$ cat config.mk
export PLATFORM = sky130hd
export DESIGN_NAME = bank_owner_ctrl
export DESIGN_NICKNAME = d
export VERILOG_FILES = /design/src/rtl/bank_own_pkg.sv /design/src/rtl/bank_phase_fsm.sv /design/src/rtl/bank_eng_router.sv /design/src/rtl/bank_host_router.sv /design/src/rtl/bank_owner_ctrl.sv
export SDC_FILE = /design/constraint.sdc
export NUM_CORES = 1
export LEC_CHECK = 0
export BUFFER_PORTS_ARGS = -buffer_cell sky130_fd_sc_hd__buf_2
export CORE_AREA = 2 2 177 179
export CTS_CLUSTER_DIAMETER = 40
export DETAILED_ROUTE_END_ITERATION = 6
export DIE_AREA = 0 0 179 181
export GPL_ROUTABILITY_DRIVEN = 0
export PLACE_DENSITY = 0.4
export SYNTH_ARGS = -nofsm -noshare
export SYNTH_HDL_FRONTEND = slang
export SYNTH_HIERARCHICAL = 1
export SYNTH_SLANG_ARGS = --single-unit
$ cat constraint.sdc
create_clock -name clk_i -period 2.5 [get_ports clk_i]
set_input_delay 0.125 -clock clk_i [delete_from_list [all_inputs] [get_ports clk_i]]
set_output_delay 0.125 -clock clk_i [all_outputs]
set_load 0.01 [all_outputs]
$ cat src/rtl/bank_own_pkg.sv
package bank_own_pkg;
  localparam int NUM_BANKS = 4;
  localparam int BANK_W    = $clog2(NUM_BANKS);

  typedef enum logic {
    PH_A = 1'b0,
    PH_B = 1'b1
  } phase_e;

  // physical bank = {pair, role}; engine pair equals phase
  function automatic logic [NUM_BANKS-1:0] eng_pair_mask(phase_e ph);
    return (ph == PH_A) ? 4'b0011 : 4'b1100;
  endfunction
endpackage

$ cat src/rtl/bank_phase_fsm.sv
module bank_phase_fsm
  import bank_own_pkg::*;
(
  input  logic   clk_i,
  input  logic   rst_ni,
  input  logic   frame_done_i,
  input  logic   host_done_i,
  output phase_e phase_o,
  output logic   eng_hold_o
);
  phase_e phase_q;
  logic   eng_done_q, host_done_q;
  logic   eng_pend, host_pend, swap;

  assign eng_pend  = eng_done_q | frame_done_i;
  assign host_pend = host_done_q | host_done_i;
  assign swap      = eng_pend & host_pend;

  always_ff @(posedge clk_i or negedge rst_ni) begin
    if (!rst_ni) begin
      phase_q     <= PH_A;
      eng_done_q  <= 1'b0;
      host_done_q <= 1'b1;  // host owns nothing worth keeping at start
    end else if (swap) begin
      phase_q     <= (phase_q == PH_A) ? PH_B : PH_A;
      eng_done_q  <= 1'b0;
      host_done_q <= 1'b0;
    end else begin
      eng_done_q  <= eng_pend;
      host_done_q <= host_pend;
    end
  end

  assign phase_o    = phase_q;
  assign eng_hold_o = eng_done_q;
endmodule

$ cat src/rtl/bank_eng_router.sv
module bank_eng_router
  import bank_own_pkg::*;
(
  input  phase_e               phase_i,
  input  logic                 req_i,
  input  logic                 hold_i,
  input  logic                 sel_hist_i,
  output logic [NUM_BANKS-1:0] bank_we_o
);
  logic [BANK_W-1:0] bank_idx;
  assign bank_idx = {logic'(phase_i), sel_hist_i};

  always_comb begin
    bank_we_o = '0;
    if (req_i && !hold_i) bank_we_o[bank_idx] = 1'b1;
  end
endmodule

$ cat src/rtl/bank_host_router.sv
module bank_host_router
  import bank_own_pkg::*;
(
  input  phase_e               phase_i,
  input  logic                 req_i,
  input  logic [BANK_W-1:0]    bank_i,
  output logic [NUM_BANKS-1:0] bank_re_o,
  output logic                 ok_o,
  output logic                 err_o
);
  logic owned;
  // host holds the pair the engine does not
  assign owned = (bank_i[BANK_W-1] != logic'(phase_i));
  assign ok_o  = req_i & owned;
  assign err_o = req_i & ~owned;

  always_comb begin
    bank_re_o = '0;
    if (ok_o) bank_re_o[bank_i] = 1'b1;
  end
endmodule

$ cat src/rtl/bank_owner_ctrl.sv
module bank_owner_ctrl
  import bank_own_pkg::*;
#(
  parameter int ADDR_W = 19,
  parameter int DATA_W = 32
) (
  input  logic                        clk_i,
  input  logic                        rst_ni,
  input  logic                        eng_req_i,
  input  logic                        eng_sel_hist_i,
  input  logic [ADDR_W-1:0]           eng_addr_i,
  input  logic [DATA_W-1:0]           eng_wdata_i,
  input  logic                        eng_frame_done_i,
  output logic                        eng_rdy_o,
  input  logic                        host_req_i,
  input  logic [1:0]                  host_bank_i,
  input  logic [ADDR_W-1:0]           host_addr_i,
  input  logic                        host_done_i,
  output logic [DATA_W-1:0]           host_rdata_o,
  output logic                        host_err_o,
  output logic [3:0]                  mem_en_o,
  output logic [3:0]                  mem_we_o,
  output logic [4*ADDR_W-1:0]         mem_addr_o,
  output logic [4*DATA_W-1:0]         mem_wdata_o,
  input  logic [4*DATA_W-1:0]         mem_rdata_i
);
  phase_e               phase_q;
  logic                 eng_hold;
  logic [NUM_BANKS-1:0] eng_we, host_re;
  logic                 host_ok;

  bank_phase_fsm u_phase (
    .clk_i       (clk_i),
    .rst_ni      (rst_ni),
    .frame_done_i(eng_frame_done_i),
    .host_done_i (host_done_i),
    .phase_o     (phase_q),
    .eng_hold_o  (eng_hold)
  );

  bank_eng_router u_eng (
    .phase_i   (phase_q),
    .req_i     (eng_req_i),
    .hold_i    (eng_hold),
    .sel_hist_i(eng_sel_hist_i),
    .bank_we_o (eng_we)
  );

  bank_host_router u_host (
    .phase_i  (phase_q),
    .req_i    (host_req_i),
    .bank_i   (host_bank_i),
    .bank_re_o(host_re),
    .ok_o     (host_ok),
    .err_o    (host_err_o)
  );

  for (genvar b = 0; b < NUM_BANKS; b++) begin : g_bank
    assign mem_en_o[b] = eng_we[b] | host_re[b];
    assign mem_we_o[b] = eng_we[b];
    assign mem_addr_o[b*ADDR_W +: ADDR_W] =
      eng_we[b] ? eng_addr_i : (host_re[b] ? host_addr_i : '0);
    assign mem_wdata_o[b*DATA_W +: DATA_W] = eng_we[b] ? eng_wdata_i : '0;
  end

  assign host_rdata_o = host_ok ? mem_rdata_i[host_bank_i*DATA_W +: DATA_W] : '0;
  assign eng_rdy_o    = ~eng_hold;
endmodule

==> reports/results.tsv, run 1 <==
stage	metric	value	unit
status	status	finished clean	
synthesis	Yosys top cell by area	and2_1	
timing	Fin Hold WS	86.9	ps
routing	antenna viol nets, final	0	
timing	final setup vio count	0	
clock_network	Num CTS Buffers	3	
synthesis	Synth Area in Compound Gates	21.8	%
setup_path	Top delay family on crit path	flip-flops	
die	Die Y	181	um
power_and_ir_drop	Pwr Density	332	nW/um^2
die	Cell Rows	64	
synthesis	mapped cell area	3120	sq um
synthesis	Yosys Warn Count	6	
clock_network	Worst-Skew Late Latency	220	ps
power_and_ir_drop	Static Leak	0.00345	uW
cells_and_area	Area Growth Syn to Fin	87.2	%
clock_network	CTS H-tree depth	1	
setup_path	CP bufs+invs	2	
synthesis	ys flop type	dfrtp_1	
clock_network	Post CTS Setup Buffer Count	0	
clock_network	PostCTS Resize Cnt	0	
routing	Total Wirelength	23200	um
synthesis	share of the synthesized area in the top cell type	25.7	%
timing	Tmin final	2180	ps
timing	Least-Margin Pin Slew	467	ps
synthesis	cells after synthesis	495	
timing	Final TNS setup	0	ps
synthesis	xor/xnor share of the synthesized area	0.281	%
routing	DRC	0	
global_route	vias in the first global route	5023	
cells_and_area	layout cells sized above 1	53.3	%
setup_path	arrival time worst endpoint	2060	ps
setup_path	Startpoint Class	register	
power_and_ir_drop	worst vdd ir	0.197	mV
timing	Max Slew Vio Count	0	
timing	maximum clock rate	0.458	GHz
synthesis	main combinational cell family by area after synthesis	simple AND/OR/NAND/NOR gates	
global_route	GRT Residual Overflow	0	
routing	Via Count	5129	
synthesis	Syn Area/Cell	6.31	sq um
worst_hold_path	worst hold path class	primary input to register	
setup_path	worst-path maximum fanout	32	
global_route	global-route wire length before repair	31700	um
timing	RSZ-0062 raised after global routing	no	
timing	fin crit share	87.3	%
die	CORE AREA	30300	sq um
synthesis	most instantiated cells after synthesis	and2_1, nand2_1, mux2i_1	
routing	DRT Pass-1 Iters	4	
synthesis	Synth Area in Adders	0	%
setup_path	Critical Path RT	2380	ps
global_route	GR Util All Layers	13.2	%
global_route	initial antenna violation count	7	
timing	final hold violations	0	
run	max_cap viols	0	
synthesis	Distinct cells, synth	30	
setup_path	max incr delay on CP	480	ps
clock_network	# clock sinks	3	
die	initial core utilization	10.3	%
setup_path	CP Class	register to output pin	
timing	Clock Skews	0.454	ps
clock_network	CTS tree	done	
synthesis	post-synthesis sequential area ratio	2.44	%
setup_path	slowest CP cell	dfrtp_1	
synthesis	post-synthesis simple-gate area fraction	44.6	%
routing	initial drt markers	147	
die	Die W	179	um
clock_network	CTS Root Cell	clkbuf_16	
die	die area	32400	sq um
routing	Routed WL per cell	17.6	um
die	# IOs	453	
global_route	largest net degree at the start of global routing	65	
synthesis	Async S/R FF share, synth	100	%
synthesis	post-synthesis mux area share	20.5	%
cells_and_area	Layout fillers	3584	
synthesis	most common cell in the netlist	and2_1	
place	I/O Buffers	452	
cells_and_area	nets	1128	
synthesis	Post-synth EDFFs	0	
setup_path	critical-path cell list	nand2b_4 > a21boi_1 > or2b_1 > buf_4 > o22ai_1 > buf_2	
synthesis	Syn Nets	702	
synthesis	Synth area leaders	and2_1, mux2i_1, nand2_1, o21ai_0, o22ai_1	
clock_network	clock buffer depth	2	
clock_network	clk slew on worst S/H paths	30	ps
routing	Via density	3.89	
synthesis	#FFs+latches synth	3	
place	post-DP HPWL	19900	um
setup_path	Worst Setup End Kind	output pin	
timing	Worst slew margin	68.9	%
routing by layer:
layer  vias up  share of wire (%)  global-route usage [%]
met4         0                1.2                    2.15
met1      2285                 38                    14.3
met5         -                  0                       0
met3        14                9.7                    3.28
li1       2539                  -                       -
met2       291                 51                    25.6
cell usage in the layout (no fill, tap or decap):
cell,count
a22o_1,19
and2_1,128
nand2_1,116
buf_4,18
nor3_1,1
buf_12,2
diode_2,4
o22ai_1,32
inv_1,1
and3_1,1
o21ai_0,57
a21boi_1,1
and4b_2,1
nor4b_4,1
buf_2,451
o22ai_2,1
and4bb_2,2
or2_2,4
o21a_1,1
xnor2_1,1
clkbuf_16,3
dfstp_2,1
or2b_1,1
clkbuf_1,1
mux2i_1,64
dlygate4sd3_1,1
nor2_1,2
nor2_2,3
nor2b_2,1
nand2b_4,2
nand2b_1,1
dfrtp_1,2
what timing repair did:
action / in CTS / in global routing
endpoints found under the hold margin: 3 / 0
endpoints found under the setup margin: 0 / 0
hold buffers: 1 / 0
power by group:
part	internal, uW	switching, uW
Clock	210	42.8
Sequential	60.6	26.7
Combinational	677	926
state kept, by name, indices dropped and copies added (netlist names):
name and count:
u_phase/phase_o 1, u_phase/eng_hold_o 1, u_phase/host_done_q 1
path summary, 6_finish.rpt:
check | start | endpoint | slack (ps) | depth (start not counted)
max in group asynchronous | rst_ni | u_phase/host_done_q$_DFF_PN1_ | 2050 | 2
max reg2reg | u_phase/eng_hold_o$_DFF_PN0_ | u_phase/phase_o$_DFFE_PN0P_ | 1590 | 3
max | u_phase/phase_o$_DFFE_PN0P_ | host_rdata_o[1] | 320 | 6
min | eng_frame_done_i | u_phase/host_done_q$_DFF_PN1_ | 90 | 2
min in group asynchronous | rst_ni | u_phase/eng_hold_o$_DFF_PN0_ | 260 | 2
min reg2reg | u_phase/host_done_q$_DFF_PN1_ | u_phase/host_done_q$_DFF_PN1_ | 570 | 2
cell families after synthesis:
group / Yosys count
buffers and inverters: 52
and+or+nand+nor: 264
xor gates and xnor gates: 1
muxes: 64
AOI/OAI and AO/OA: 111
DFF: 3
cell type report:
type | count | area (sq um) | area share [%]
Tap cell | 396 | 495 | 8.48
Timing Repair Buffer | 472 | 2440 | 41.8
Sequential cell | 3 | 76.3 | 1.31
Clock buffer | 4 | 78.8 | 1.35
Antenna cell | 4 | 10.0 | 0.171
Inverter | 1 | 3.75 | 0.0642
Multi-Input combinational cell | 440 | 2740 | 46.8
per-stage QoR:
stage	worst slack, ps	area [sq um]	cells	util (%)	power [uW]
after floorplan	829	3120	495	-	913
after global placement	542	5750	1311	18.9	1730
after detailed placement	522	5750	1311	18.9	1720
after CTS	283	5830	1316	19.2	1990
after global routing	183	5840	1318	19.2	2120
final	317	5840	1320	19.3	1940
No activity file was read; power rests on OpenSTA's default activity.
==> inputs of run 2 (changes only) <==
RECOVER_POWER = 100   (was unset)
==> run 2 against run 1 <==
  * Worst setup slack worse by 66 ps
  * First-iteration DRC count shrank 4.8%
  * Utilization down 0.90 points
  * Non-clock buffer count did not move
  * Combinational power decreased by 5%
  * Highest routed layer unchanged
  * Die area unchanged
  * Global-route usage unchanged
  * Sequential share of layout area grew 0.064 points
  * Clock skew about the same
  * Clock power barely moved
  * Hold slack got worse by 5.9 ps
  * Power decreased by 4.5%
==> reports/results.tsv, run 2 (synthesis gave the netlist of run 1 again) <==
stage	metric	value	unit	change
timing	final hold violations	0		unchanged
clock_network	CTS tree	done		unchanged
cells_and_area	layout cells sized above 1	31.8	%	was 53.3%
power_and_ir_drop	worst vdd ir	0.199	mV	was 0.197 mV
clock_network	# clock sinks	3		unchanged
setup_path	worst-path maximum fanout	9		was 32
setup_path	Critical Path RT	2380	ps	about the same
setup_path	arrival time worst endpoint	2120	ps	was 2060 ps
die	initial core utilization	10.3	%	unchanged
timing	maximum clock rate	0.445	GHz	was 0.458 GHz
timing	final setup vio count	0		unchanged
timing	Final TNS setup	0	ps	unchanged
timing	RSZ-0062 raised after global routing	no		unchanged
worst_hold_path	worst hold path startpoint	eng_frame_done_i		unchanged
clock_network	CTS Root Cell	clkbuf_16		unchanged
worst_hold_path	worst hold path class	primary input to register		unchanged
cells_and_area	total area of sequential cells	76.3	sq um	unchanged
die	# IOs	453		unchanged
routing	DRC	0		unchanged
cells_and_area	Area Growth Syn to Fin	78.5	%	was 87.2%
worst_hold_path	Hold Path End	u_phase/host_done_q$_DFF_PN1_		unchanged
global_route	GR Util All Layers	13.2	%	unchanged
timing	fin crit share	90.0	%	was 87.3%
run	max_cap viols	0		unchanged
clock_network	Worst-Skew Late Latency	220	ps	about the same
routing	Via density	3.88		was 3.89
place	post-DP HPWL	19900	um	unchanged
cells_and_area	area of the multi-input gates	2720	sq um	was 2740 sq um
setup_path	Register-to-Register Path Depth	3		unchanged
setup_path	reg-to-reg slack, setup	1460	ps	was 1590 ps
routing	Via Count	5123		was 5129
status	status	finished clean		unchanged
global_route	vias in the first global route	5023		unchanged
power_and_ir_drop	Static Leak	0.00260	uW	was 0.00345 uW
timing	Least-Margin Pin Slew	710	ps	was 467 ps
die	Die W	179	um	unchanged
power_and_ir_drop	Pwr Density	333	nW/um^2	was 332 nW/um^2
cells_and_area	Layout fillers	3688		was 3584
setup_path	Startpoint Class	register		unchanged
place	I/O Buffers	452		unchanged
timing	Clock Skews	0.154	ps	was 0.454 ps
routing	initial drt markers	140		was 147
routing	DRT Pass-1 Iters	4		unchanged
clock_network	clk slew on worst S/H paths	30	ps	about the same
die	die area	32400	sq um	unchanged
global_route	initial antenna violation count	6		was 7
timing	Worst slew margin	52.7	%	was 68.9%
die	Die Y	181	um	unchanged
die	CORE AREA	30300	sq um	unchanged
global_route	GRT Residual Overflow	0		unchanged
timing	Tmin final	2250	ps	was 2180 ps
setup_path	R2R Path End	u_phase/phase_o$_DFFE_PN0P_		unchanged
routing	Total Wirelength	23200	um	about the same
timing	Max Slew Vio Count	0		unchanged
routing	antenna viol nets, final	0		unchanged
clock_network	CTS H-tree depth	1		unchanged
setup_path	CP Class	register to output pin		unchanged
routing	Routed WL per cell	17.6	um	about the same
die	Cell Rows	64		unchanged
setup_path	reg-to-reg startpoint	u_phase/eng_hold_o$_DFF_PN0_		unchanged
setup_path	Worst Setup End Kind	output pin		unchanged
clock_network	clock buffer depth	2		unchanged
cells_and_area	commonest non-fill, non-tap cells in the layout	buf_2, clkbuf_1, nand2_1		was buf_2, and2_1, nand2_1
cells_and_area	commonest non-fill, non-tap cell in the layout	buf_2		unchanged
clock_network	PostCTS Resize Cnt	0		unchanged
clock_network	Num CTS Buffers	3		unchanged
global_route	largest net degree at the start of global routing	65		unchanged
cells_and_area	Finished Layout Cells	1320		unchanged
worst_hold_path	Hold Path Stages	2		unchanged
cells_and_area	nets	1128		unchanged
place	Cells after DPL	1311		unchanged
global_route	global-route wire length before repair	31700	um	unchanged
## run 2: layer usage
layer / GRT usage, % / wire, um / up-vias
met5: 0 / 0 / -
met4: 2.15 / 307 / 0
met3: 3.28 / 2150 / 16
met2: 25.6 / 11900 / 278
met1: 14.3 / 8880 / 2293
li1: - / - / 2536
## run 2: worst max-delay path by stage
stage	start	end	slack, ps	cells after the start
floorplan	u_phase/phase_o$_DFFE_PN0P_	mem_addr_o[10]	830	5
global placement	u_phase/phase_o$_DFFE_PN0P_	host_rdata_o[1]	540	6
detailed placement	u_phase/phase_o$_DFFE_PN0P_	host_rdata_o[1]	520	6
CTS	u_phase/phase_o$_DFFE_PN0P_	host_rdata_o[1]	280	6
global route	u_phase/eng_hold_o$_DFF_PN0_	mem_addr_o[5]	100	5
finish	u_phase/phase_o$_DFFE_PN0P_	mem_addr_o[60]	250	6
## run 2: area by class of cell
cell class / instances / share of cell area, %
flip-flops and latches: 3 / 1.37
inverters: 1 / 0.0674
repair buffers: 472 / 39.2
well taps: 396 / 8.89
diodes: 4 / 0.180
multi-input cells: 440 / 48.9
clock buffers: 4 / 1.41
## run 2: what timing repair did
action / CTS / global route
endpoints found under the hold margin: 3 / 0
hold buffers: 1 / 0
buffers inserted: 0 / 0
## run 2: power breakdown
part	leakage, uW	switching [uW]	internal, uW
sequential	0.0000350	25.6	60.6
clock	0.0000382	42.3	210
combinational	0.00252	935	580
total	0.00260	1000	851
## run 2: stage by stage
stage	power (uW)	setup slack [ps]	instance area, sq um	utilization [%]	hold WS (ps)
after global routing	2030	101	5570	18.3	76.2
final	1850	250	5570	18.4	81.0
after CTS	1990	283	5830	19.2	84.4
after detailed placement	1720	522	5750	18.9	-73.0
after floorplan	913	829	3120	-	-171
after global placement	1730	542	5750	18.9	-71.9
## run 2: critical path: stages (launching register included)
cell and delay [ps]:
dfrtp_1 480, nand2b_1 260, nor2_1 180, nor2b_2 180
clkbuf_1 410, a22o_1 250, buf_2 150
